--- src/rtl/i2c_seq_pkg.sv ---
package i2c_seq_pkg;
  typedef enum logic [1:0] {OP_START = 2'd0, OP_SEND = 2'd1, OP_RECV = 2'd2, OP_STOP = 2'd3} eng_op_e;
  typedef enum logic [2:0] {PH_START, PH_ADDR, PH_OFF, PH_WDATA, PH_RDATA} phase_e;
  typedef enum logic [2:0] {S_IDLE, S_ISSUE, S_WAIT, S_STOP_ISSUE, S_STOP_WAIT} seq_st_e;

  localparam logic [1:0] KIND_WRITE = 2'd0;
  localparam logic [1:0] KIND_READ  = 2'd1;

  localparam logic [7:0] ST_START   = 8'h08;
  localparam logic [7:0] ST_RESTART = 8'h10;
  localparam logic [7:0] ST_AW_ACK  = 8'h18;
  localparam logic [7:0] ST_DW_ACK  = 8'h28;
  localparam logic [7:0] ST_AR_ACK  = 8'h40;
  localparam logic [7:0] ST_DR_ACK  = 8'h50;
  localparam logic [7:0] ST_DR_NAK  = 8'h58;
  localparam logic [7:0] ST_IDLE    = 8'hF8;

  localparam logic [7:0] C_EN    = 8'h40;
  localparam logic [7:0] C_START = 8'h20;
  localparam logic [7:0] C_STOP  = 8'h10;
  localparam logic [7:0] C_FLAG  = 8'h08;
  localparam logic [7:0] C_ACK   = 8'h04;

  localparam logic [7:0] ERR_STATUS  = 8'h01;
  localparam logic [7:0] ERR_TIMEOUT = 8'h02;

  function automatic logic [31:0] pack_err(input logic [7:0] cls, input logic [7:0] ctrl,
                                           input logic [7:0] st, input logic [7:0] exp_st);
    return {cls, ctrl, st, exp_st};
  endfunction
endpackage

--- src/rtl/i2c_seq_timer.sv ---
module i2c_seq_timer #(
  parameter int TICK_CYCLES   = 4,
  parameter int TIMEOUT_TICKS = 1000
) (
  input  logic clk_i,
  input  logic rst_ni,
  input  logic clr_i,
  output logic expired_o
);
  localparam int PRE_W = $clog2(TICK_CYCLES + 1);
  localparam int CNT_W = $clog2(TIMEOUT_TICKS + 1);

  logic [PRE_W-1:0] pre_q;
  logic [CNT_W-1:0] cnt_q;

  assign expired_o = (cnt_q == CNT_W'(TIMEOUT_TICKS));

  always_ff @(posedge clk_i or negedge rst_ni) begin
    if (!rst_ni) begin
      pre_q <= '0;
      cnt_q <= '0;
    end else if (clr_i) begin
      pre_q <= '0;
      cnt_q <= '0;
    end else if (!expired_o) begin
      if (pre_q == PRE_W'(TICK_CYCLES - 1)) begin
        pre_q <= '0;
        cnt_q <= cnt_q + 1'b1;
      end else begin
        pre_q <= pre_q + 1'b1;
      end
    end
  end
endmodule

--- src/rtl/i2c_seq_step.sv ---
module i2c_seq_step
  import i2c_seq_pkg::*;
(
  input  phase_e       phase_i,
  input  logic         rd_i,
  input  logic         restart_i,
  input  logic         last_i,
  input  logic [6:0]   dev_i,
  input  logic [7:0]   off_byte_i,
  input  logic [7:0]   wr_byte_i,
  output eng_op_e      op_o,
  output logic [7:0]   byte_o,
  output logic         ack_o,
  output logic [7:0]   ctrl_o,
  output logic [7:0]   exp_o
);
  always_comb begin
    op_o   = OP_SEND;
    byte_o = 8'h00;
    ack_o  = 1'b0;
    ctrl_o = C_EN;
    exp_o  = ST_DW_ACK;
    unique case (phase_i)
      PH_START: begin
        op_o   = OP_START;
        ctrl_o = C_EN | C_START;
        exp_o  = restart_i ? ST_RESTART : ST_START;
      end
      PH_ADDR: begin
        byte_o = {dev_i, rd_i};
        exp_o  = rd_i ? ST_AR_ACK : ST_AW_ACK;
      end
      PH_OFF:   byte_o = off_byte_i;
      PH_WDATA: byte_o = wr_byte_i;
      PH_RDATA: begin
        op_o   = OP_RECV;
        ack_o  = !last_i;
        ctrl_o = last_i ? C_EN : (C_EN | C_ACK);
        exp_o  = last_i ? ST_DR_NAK : ST_DR_ACK;
      end
      default: ;
    endcase
  end
endmodule

--- src/rtl/i2c_seq_next.sv ---
module i2c_seq_next
  import i2c_seq_pkg::*;
#(
  parameter int LEN_W = 8
) (
  input  phase_e           phase_i,
  input  logic             rd_i,
  input  logic             rs_i,
  input  logic [LEN_W-1:0] idx_i,
  input  logic [2:0]       offn_i,
  input  logic [LEN_W-1:0] len_i,
  input  logic             is_read_i,
  output phase_e           phase_o,
  output logic             rd_o,
  output logic             rs_o,
  output logic [LEN_W-1:0] idx_o,
  output logic             stop_o
);
  logic post_off;

  always_comb begin
    phase_o  = phase_i;
    rd_o     = rd_i;
    rs_o     = rs_i;
    idx_o    = idx_i;
    stop_o   = 1'b0;
    post_off = 1'b0;
    unique case (phase_i)
      PH_START: phase_o = PH_ADDR;
      PH_ADDR: begin
        if (rd_i) begin
          if (len_i != '0) begin
            phase_o = PH_RDATA;
            idx_o   = '0;
          end else begin
            stop_o = 1'b1;
          end
        end else if (offn_i != 3'd0) begin
          phase_o = PH_OFF;
          idx_o   = '0;
        end else begin
          post_off = 1'b1;
        end
      end
      PH_OFF: begin
        if (idx_i == LEN_W'(offn_i) - LEN_W'(1)) post_off = 1'b1;
        else idx_o = idx_i + 1'b1;
      end
      PH_WDATA, PH_RDATA: begin
        if (idx_i == len_i - LEN_W'(1)) stop_o = 1'b1;
        else idx_o = idx_i + 1'b1;
      end
      default: stop_o = 1'b1;
    endcase
    // end of write-addressing phase: turn around for a read or go to payload
    if (post_off) begin
      if (is_read_i) begin
        phase_o = PH_START;
        rd_o    = 1'b1;
        rs_o    = 1'b1;
      end else if (len_i != '0) begin
        phase_o = PH_WDATA;
        idx_o   = '0;
      end else begin
        stop_o = 1'b1;
      end
    end
  end
endmodule

--- src/rtl/i2c_txn_seq.sv ---
module i2c_txn_seq
  import i2c_seq_pkg::*;
#(
  parameter int LEN_W         = 8,
  parameter int TICK_CYCLES   = 4,
  parameter int TIMEOUT_TICKS = 1000
) (
  input  logic             clk_i,
  input  logic             rst_ni,
  input  logic             cmd_valid_i,
  output logic             cmd_ready_o,
  input  logic [1:0]       cmd_kind_i,
  input  logic [6:0]       cmd_dev_i,
  input  logic [31:0]      cmd_off_i,
  input  logic [2:0]       cmd_off_len_i,
  input  logic [LEN_W-1:0] cmd_len_i,
  input  logic [7:0]       wr_data_i,
  output logic             wr_pop_o,
  output logic             rd_valid_o,
  output logic [7:0]       rd_data_o,
  output logic             done_o,
  output logic [31:0]      err_o,
  output logic             eng_req_o,
  output logic [1:0]       eng_op_o,
  output logic [7:0]       eng_byte_o,
  output logic             eng_ack_o,
  input  logic             eng_flag_i,
  input  logic [7:0]       eng_status_i,
  input  logic [7:0]       eng_rdata_i
);
  localparam int MAX_OFF = 4;

  seq_st_e          st_q;
  phase_e           phase_q, nx_phase;
  logic [1:0]       kind_q;
  logic [6:0]       dev_q;
  logic [31:0]      off_q;
  logic [2:0]       offn_q;
  logic [LEN_W-1:0] len_q, idx_q, nx_idx, len_eff;
  logic             rd_q, rs_q, nx_rd, nx_rs, nx_stop;
  logic             failed_q;
  logic [31:0]      err_acc_q;
  logic [7:0]       ctrl_q, exp_q;

  eng_op_e    step_op;
  logic [7:0] step_byte, step_ctrl, step_exp, off_byte;
  logic       step_ack, last, is_probe, expired;

  assign is_probe = kind_q[1];
  assign len_eff  = is_probe ? LEN_W'(1) : len_q;
  assign last     = (idx_q == len_eff - LEN_W'(1));
  assign off_byte = off_q[8*idx_q[1:0] +: 8];

  i2c_seq_step u_step (
    .phase_i(phase_q), .rd_i(rd_q), .restart_i(rs_q), .last_i(last),
    .dev_i(dev_q), .off_byte_i(off_byte), .wr_byte_i(wr_data_i),
    .op_o(step_op), .byte_o(step_byte), .ack_o(step_ack),
    .ctrl_o(step_ctrl), .exp_o(step_exp)
  );

  i2c_seq_next #(.LEN_W(LEN_W)) u_next (
    .phase_i(phase_q), .rd_i(rd_q), .rs_i(rs_q), .idx_i(idx_q),
    .offn_i(offn_q), .len_i(len_eff), .is_read_i(kind_q == KIND_READ),
    .phase_o(nx_phase), .rd_o(nx_rd), .rs_o(nx_rs), .idx_o(nx_idx), .stop_o(nx_stop)
  );

  i2c_seq_timer #(.TICK_CYCLES(TICK_CYCLES), .TIMEOUT_TICKS(TIMEOUT_TICKS)) u_timer (
    .clk_i(clk_i), .rst_ni(rst_ni), .clr_i(eng_req_o), .expired_o(expired)
  );

  assign cmd_ready_o = (st_q == S_IDLE);
  assign eng_req_o   = (st_q == S_ISSUE) || (st_q == S_STOP_ISSUE);
  assign eng_op_o    = (st_q == S_STOP_ISSUE) ? OP_STOP : step_op;
  assign eng_byte_o  = (st_q == S_ISSUE) ? step_byte : 8'h00;
  assign eng_ack_o   = (st_q == S_ISSUE) && step_ack;
  assign wr_pop_o    = (st_q == S_ISSUE) && (phase_q == PH_WDATA);

  always_ff @(posedge clk_i or negedge rst_ni) begin
    if (!rst_ni) begin
      st_q      <= S_IDLE;
      phase_q   <= PH_START;
      kind_q    <= '0;
      dev_q     <= '0;
      off_q     <= '0;
      offn_q    <= '0;
      len_q     <= '0;
      idx_q     <= '0;
      rd_q      <= 1'b0;
      rs_q      <= 1'b0;
      failed_q  <= 1'b0;
      err_acc_q <= '0;
      ctrl_q    <= '0;
      exp_q     <= '0;
      rd_valid_o <= 1'b0;
      rd_data_o <= '0;
      done_o    <= 1'b0;
      err_o     <= '0;
    end else begin
      done_o     <= 1'b0;
      rd_valid_o <= 1'b0;
      unique case (st_q)
        S_IDLE: if (cmd_valid_i) begin
          kind_q    <= cmd_kind_i;
          dev_q     <= cmd_dev_i;
          off_q     <= cmd_off_i;
          offn_q    <= (cmd_off_len_i > 3'(MAX_OFF)) ? 3'(MAX_OFF) : cmd_off_len_i;
          len_q     <= cmd_len_i;
          phase_q   <= PH_START;
          idx_q     <= '0;
          rs_q      <= 1'b0;
          rd_q      <= (cmd_kind_i != KIND_WRITE) && (cmd_kind_i[1] || cmd_off_len_i == 3'd0);
          failed_q  <= 1'b0;
          err_acc_q <= '0;
          st_q      <= S_ISSUE;
        end
        S_ISSUE: begin
          ctrl_q <= step_ctrl;
          exp_q  <= step_exp;
          st_q   <= S_WAIT;
        end
        S_WAIT: begin
          if (eng_flag_i) begin
            if (eng_status_i == exp_q) begin
              if (phase_q == PH_RDATA && !is_probe) begin
                rd_valid_o <= 1'b1;
                rd_data_o  <= eng_rdata_i;
              end
              phase_q <= nx_phase;
              rd_q    <= nx_rd;
              rs_q    <= nx_rs;
              idx_q   <= nx_idx;
              st_q    <= nx_stop ? S_STOP_ISSUE : S_ISSUE;
            end else begin
              failed_q  <= 1'b1;
              err_acc_q <= pack_err(ERR_STATUS, ctrl_q | C_FLAG, eng_status_i, exp_q);
              st_q      <= S_STOP_ISSUE;
            end
          end else if (expired) begin
            failed_q  <= 1'b1;
            err_acc_q <= pack_err(ERR_TIMEOUT, ctrl_q, eng_status_i, exp_q);
            st_q      <= S_STOP_ISSUE;
          end
        end
        S_STOP_ISSUE: st_q <= S_STOP_WAIT;
        S_STOP_WAIT: begin
          if (eng_status_i == ST_IDLE) begin
            err_o  <= err_acc_q;
            done_o <= 1'b1;
            st_q   <= S_IDLE;
          end else if (expired) begin
            err_o  <= failed_q ? err_acc_q
                               : pack_err(ERR_TIMEOUT, C_EN | C_STOP, eng_status_i, ST_IDLE);
            done_o <= 1'b1;
            st_q   <= S_IDLE;
          end
        end
        default: st_q <= S_IDLE;
      endcase
    end
  end
endmodule

--- config.mk ---
export PLATFORM = sky130hd
export DESIGN_NAME = i2c_txn_seq
export DESIGN_NICKNAME = d
export VERILOG_FILES = /design/src/rtl/i2c_seq_pkg.sv /design/src/rtl/i2c_seq_timer.sv /design/src/rtl/i2c_seq_step.sv /design/src/rtl/i2c_seq_next.sv /design/src/rtl/i2c_txn_seq.sv
export SDC_FILE = /design/constraint.sdc
export NUM_CORES = 1
export LEC_CHECK = 0
export BUFFER_PORTS_ARGS = -buffer_cell sky130_fd_sc_hd__buf_2
export CORE_MARGIN = 1
export CORE_UTILIZATION = 60
export CTS_BUF_LIST = sky130_fd_sc_hd__clkbuf_4
export DETAILED_ROUTE_END_ITERATION = 10
export HOLD_SLACK_MARGIN = 0.03
export PLACE_DENSITY_LB_ADDON = 0.3
export SLEW_MARGIN = 20
export SYNTH_ARGS = -nofsm -noshare
export SYNTH_HDL_FRONTEND = slang
export SYNTH_SLANG_ARGS = --single-unit
--- constraint.sdc ---
create_clock -name clk_i -period 5.8 [get_ports clk_i]
set_input_delay 0.58 -clock clk_i [delete_from_list [all_inputs] [get_ports clk_i]]
set_output_delay 0.58 -clock clk_i [all_outputs]
set_load 0.005 [all_outputs]
==> Word-level counts from Yosys, hierarchy flattened <==
Cells that the tools add are included.
{ "totals": {"register_bits": 172, "latchBits": 0, "ram_bits": 0, "romBits": 0, "wordCells": 167, "memories": 0} }
{ "classes": {"addsub": 5, "n_mul": 0, "n_div": 0, "magnitude_cmp": 1, "eq_ne": 24, "n_shift": 1, "n_mux": 89, "n_bitwise": 0, "n_reduce_logical": 27} }
{ "op_table": {"columns": ["operator", "n"], "rows": [
  ["$mux W32", 7],
  ["$mux W8", 13],
  ["$pmux W8 S3", 3],
  ["$pmux W32 S2", 1],
  ["$mux W3", 19],
  ["$pmux W8 S2", 2],
  ["$shiftx A32 B6 Y8", 1],
  ["$mux W10", 3],
  ["$mux W1", 26],
  ["$eq A8 B8 Y1", 3],
  ["$eq A3 B2 Y1 const B", 5],
  ["$pmux W3 S5", 1],
  ["$pmux W3 S2", 2],
  ["$reduce_and A4 Y1", 3],
  ["$add A10 B1 Y10 const B", 1],
  ["$eq A10 B10 Y1 const B", 1],
  ["$logic_not A3 Y1", 3],
  ["$ne A3 B3 Y1 const B", 3],
  ["$add A8 B1 Y8 const B", 1],
  ["$eq A8 B8 Y1 const B", 1],
  ["$ne A2 B2 Y1 const B", 4],
  ["$pmux W1 S2", 4],
  ["$reduce_bool A2 Y1", 4],
  ["$reduce_bool A8 Y1", 1],
  ["22 further kinds", 35]
]} }

==> Logic depth before layout (Yosys ltp) <==
{ "depth": {"ltp_word": 12, "depth_mapped": 12, "ltp_nobuf": 11} }

==> By module <==
A second synthesis with hierarchy kept.
{ "unflattened": {"cells_unflattened": 859, "hier_area_um2": 8709.6} }
{ "by_module_without_submodules": {"columns": ["module", "instances", "cells_each", "area_each_um2", "seq_area_each_um2"], "rows": [
  ["i2c_txn_seq", 1, 582, 6573.8, 3678.5],
  ["i2c_seq_next", 1, 134, 969.7, 0.0],
  ["i2c_seq_timer", 1, 84, 780.7, 325.3],
  ["i2c_seq_step", 1, 59, 385.4, 0.0]
]} }

==> Worst setup path after synthesis <==
Ideal clock, no wire load.
{ "synth_timing": {"path_type": "reg2out", "from": "register kind_q[1]", "to": "output eng_ack_o", "t_arrival_ns": 2.112, "path_slack_ns": 3.108, "stages_incl_launch_ff": 11, "path_buffers": 1, "path_cell_list": "dfrtp_1 > clkinv_1 > nand2_1 > ha_1 > clkbuf_1 > or3b_2 > mux2i_1 > nor4_2 > nand2_1 > a211oi_4 > nor3_1"} }
{ "synth_via": {"elab_chain_cells": 6} }
{ "synth_lines": {"columns": ["item", "line", "text"], "rows": [
  ["start, declared", "i2c_txn_seq.sv:35", "logic [1:0] kind_q;"],
  ["start signal, assigned", "i2c_txn_seq.sv:103", "kind_q <= cmd_kind_i;"],
  ["$mux W8", "i2c_txn_seq.sv:50", "assign len_eff = is_probe ? LEN_W'(1) : len_q;"],
  ["$sub A8 B1 Y8", "i2c_txn_seq.sv:51", "assign last = (idx_q == len_eff - LEN_W'(1));"],
  ["$eq A8 B8 Y1", "i2c_txn_seq.sv:51", null],
  ["$logic_not A1 Y1", "i2c_seq_step.sv:37", "ack_o = !last_i;"],
  ["$mux W1", "i2c_seq_step.sv:23", "unique case (phase_i)"],
  ["$logic_and A1 B1 Y1", "i2c_txn_seq.sv:75", "assign eng_ack_o = (st_q == S_ISSUE) && step_ack;"],
  ["end, declared", "i2c_txn_seq.sv:26", "output logic eng_ack_o,"]
]} }
No other way between the ends.

==> Final worst setup path <==
Same ends and word-level chain as after synthesis.

==> results.sh <==
export IMPL_outcome="finished clean"
export IMPL_layout_cell_area_non_filler_mm2=0.00780
export IMPL_grt_pass1_vias=5727
export IMPL_number_of_synthesized_register_bits=134
export IMPL_globalRouteOverflowTotal=0
export IMPL_final_routed_wirelength_across_all_metal_layers_um=15800
export IMPL_hold_violations=0
export IMPL_rsz0062_at_grt="false"
export IMPL_cts_root_to_sink_buffers=2
export IMPL_tritoncts_num_buffers=17
export IMPL_p_leak_nw=3.87
export IMPL_maximum_vdd_ir_drop_mv=0.284
export IMPL_synthDistinctLibCells=66
export IMPL_core_area_mm2=0.0110
export IMPL_max_freq_mhz=257
export IMPL_timing_critical_path_arrival_ns=3.31
export IMPL_yosys_area_share_xor_xnor_pct=2.42
export IMPL_cts_tree="built"
export IMPL_avgViaCountPerCell=5.61
export IMPL_finalSetupViolCount=0
export IMPL_clock_sink_count=134
export IMPL_total_number_of_yosys_warnings=0
export IMPL_number_of_slew_limit_violations_in_the_final_report=0
export IMPL_fp_dieH_um=109
export IMPL_clk_root_buffer_cell="sky130_fd_sc_hd__clkbuf_4"
export IMPL_synthesis_area_mm2=0.00687
export IMPL_relative_slew_slack_pct=31.4
export IMPL_fraction_of_final_layout_cells_with_drive_strength_greater_than_1_pct=19.8
export IMPL_clk_transition_reported_paths_ns=0.11
export IMPL_die_w_um=109
export IMPL_layout_worst_path_cycle_share_pct=67.1
export IMPL_rows=38
export IMPL_design_die_area_mm2=0.0119
export IMPL_dp_hpwl_um=11300
export IMPL_total_negative_slack_for_setup_checks_ns=0
export IMPL_synth_top_family_by_area="simple AND/OR/NAND/NOR gates"
export IMPL_dp_worst_setup_slack_ns=2.49
export IMPL_io_buffer_count=123
export IMPL_antenna_violations_before_repair=0
export IMPL_synth_compound_area_share_pct=12.3
export IMPL_grt_start_max_net_pins=85
export IMPL_timing_critical_path_required_ns=5.22
export IMPL_post_route_util_pct=71.0
export IMPL_io_pins=136
export IMPL_cts_hold_buffers_added=0
export IMPL_critical_path_endpoint_type="primary output"
export IMPL_first_pass_iters=5
export IMPL_synth_seq_area_share_pct=48.8
export IMPL_detailed_place_area_mm2=0.00746
export IMPL_synth_fa_ha_area_share_pct=1.46
export IMPL_gp_congestion=0.930
export IMPL_final_hold_worst_slack_ns=0.0790
export IMPL_postRouteAntennaNets=0
export IMPL_wl_per_cell_um=15.2
export IMPL_synthesis_area_per_instance_um2=8.69
export IMPL_regToRegStartpoint="st_q[1]"
export IMPL_cts_resized_gates=0
export IMPL_synth_main_ff_cell="sky130_fd_sc_hd__dfrtp_1"
export IMPL_max_cap_violations=0
export IMPL_globalRouteTotalUtil_pct=28.5
export IMPL_clk_latency_ns=0.52
export IMPL_layout_commonest_cell="sky130_fd_sc_hd__nand2_1"
export IMPL_finalWorstSetupSlack_ns=1.91
export IMPL_hold_path_class="primary input to async pin"
export IMPL_worst_path_max_fanout=13
export IMPL_power_density_cell_area_mw_per_mm2=409
export IMPL_layout_common_cells="sky130_fd_sc_hd__nand2_1, sky130_fd_sc_hd__dfrtp_1, sky130_fd_sc_hd__buf_2, sky130_fd_sc_hd__nor2_1, sky130_fd_sc_hd__o21ai_0"
export IMPL_crit_type="flip-flop to primary output"
export IMPL_drc_errors=0
export IMPL_critPathLaunchType="flip-flop"
export IMPL_dr_total_vias=5849
export IMPL_num_nets_final=978
export IMPL_number_of_instances_in_the_synthesized_netlist=790
export IMPL_fin_worst_skew_ns=0.00744
export IMPL_postSynth_asyncResetShare_pct=100
export IMPL_initial_utilization_pct=62.5
export IMPL_post_synth_and_or_nand_nor_area_fraction_pct=24.7
export IMPL_area_delta_synth_final_pct=13.6
export IMPL_max_slew_worst_pin_slew_ns=1.03
export IMPL_initialDrtViolationCount=519
export IMPL_timing_critical_path_from="kind_q[1]"
export IMPL_htree_depth=4
export IMPL_synth_edf_count=0
export IMPL_global_route_wire_length_before_repair_um=25900
export IMPL_antenna_cells=0
export IMPL_post_cts_buffers=0
export IMPL_synth_mux_area_fraction_pct=5.41
export IMPL_post_route_min_period_ns=3.89
==> per-stage QoR <==
step	instances	total power, W
after floorplan	801	0.00219
after global placement	1011	0.00241
after detailed placement	1011	0.00248
after CTS	1042	0.00319
after global routing	1042	0.00342
final	1042	0.00319
==> state kept, by name (all words and copies together), names as in the netlist, 2 cells and up <==
register,count
offn_q,3
dev_q,7
st_q,3
rd_data_o,8
u_timer.cnt_q,10
err_acc_q,17
off_q,32
kind_q,2
len_q,8
idx_q,8
phase_q,3
u_timer.pre_q,3
err_o,18
exp_q,4
ctrl_q,3
==> worst paths after layout <==
kind	to	slack, ns	cells after the start
min in group clk_i	len_q[5]	0.24	3
hold / removal	u_timer.cnt_q[6]	0.08	1
max in group asynchronous	idx_q[2]	4.62	2
setup reg to reg	idx_q[0]	2.57	7
setup / recovery	eng_ack_o	1.91	10
hold reg to reg	rd_data_o[4]	0.48	2
==> cell families after synthesis <==
| group | after synthesis |
|---|---|
| AO/OA/AOI/OAI | 135 |
| XOR/XNOR | 19 |
| adder cells (fa/ha/maj) | 8 |
| multiplexers | 27 |
| buffers and inverters | 75 |
| AND/OR/NAND/NOR | 391 |
| other | 1 |
| flip-flops | 134 |
==> critical path, cell delays in order, from the launching register on <==
cell and delay (ns):
sky130_fd_sc_hd__dfrtp_1 0.57, sky130_fd_sc_hd__clkinv_1 0.32, sky130_fd_sc_hd__nand2_1 0.17, sky130_fd_sc_hd__ha_1 0.35
sky130_fd_sc_hd__or3b_2 0.50, sky130_fd_sc_hd__mux2i_1 0.20, sky130_fd_sc_hd__nor4_2 0.08, sky130_fd_sc_hd__nand2_1 0.11
sky130_fd_sc_hd__a211oi_4 0.07, sky130_fd_sc_hd__nor3_1 0.24, sky130_fd_sc_hd__buf_2 0.18
==> cell usage after synthesis, drive strengths merged (8+ instances only) <==
library cell | number | area [um^2]
nand2 | 258 | 968
dfrtp | 134 | 3350
o21ai | 61 | 309
nor2 | 54 | 203
clkbuf | 35 | 131
a21oi | 29 | 145
buf | 21 | 131
mux2i | 18 | 180
inv | 17 | 63.8
nand3 | 13 | 65.1
xnor2 | 12 | 105
nor3 | 10 | 50.1
ha | 8 | 100
mux4 | 8 | 180
nor2b | 8 | 50.1
==> power by group <==
part	internal, W	switching (W)	leakage, nW
Combinational	0.000419	0.000634	1.94
Clock	0.000393	0.000325	0.180
Sequential	0.00119	0.000233	1.76
==> metal layers <==
layer / global-route usage, % / up-vias / wire (um)
li1: - / 2832 / -
met1: 36.7 / 2795 / 6900
met2: 46.7 / 200 / 7760
met3: 6.34 / 22 / 910
met4: 11.1 / 0 / 255
met5: 0 / - / 0
==> final cells by class <==
cell class	count	area [um^2]
clock buffers	20	150
clock inverters	11	181
fillers	875	3180
inverters	19	71.3
multi-input cells	592	3230
flip-flops and latches	134	3350
well taps	140	175
repair buffers	126	644
Power figures use the tool's default switching activity.
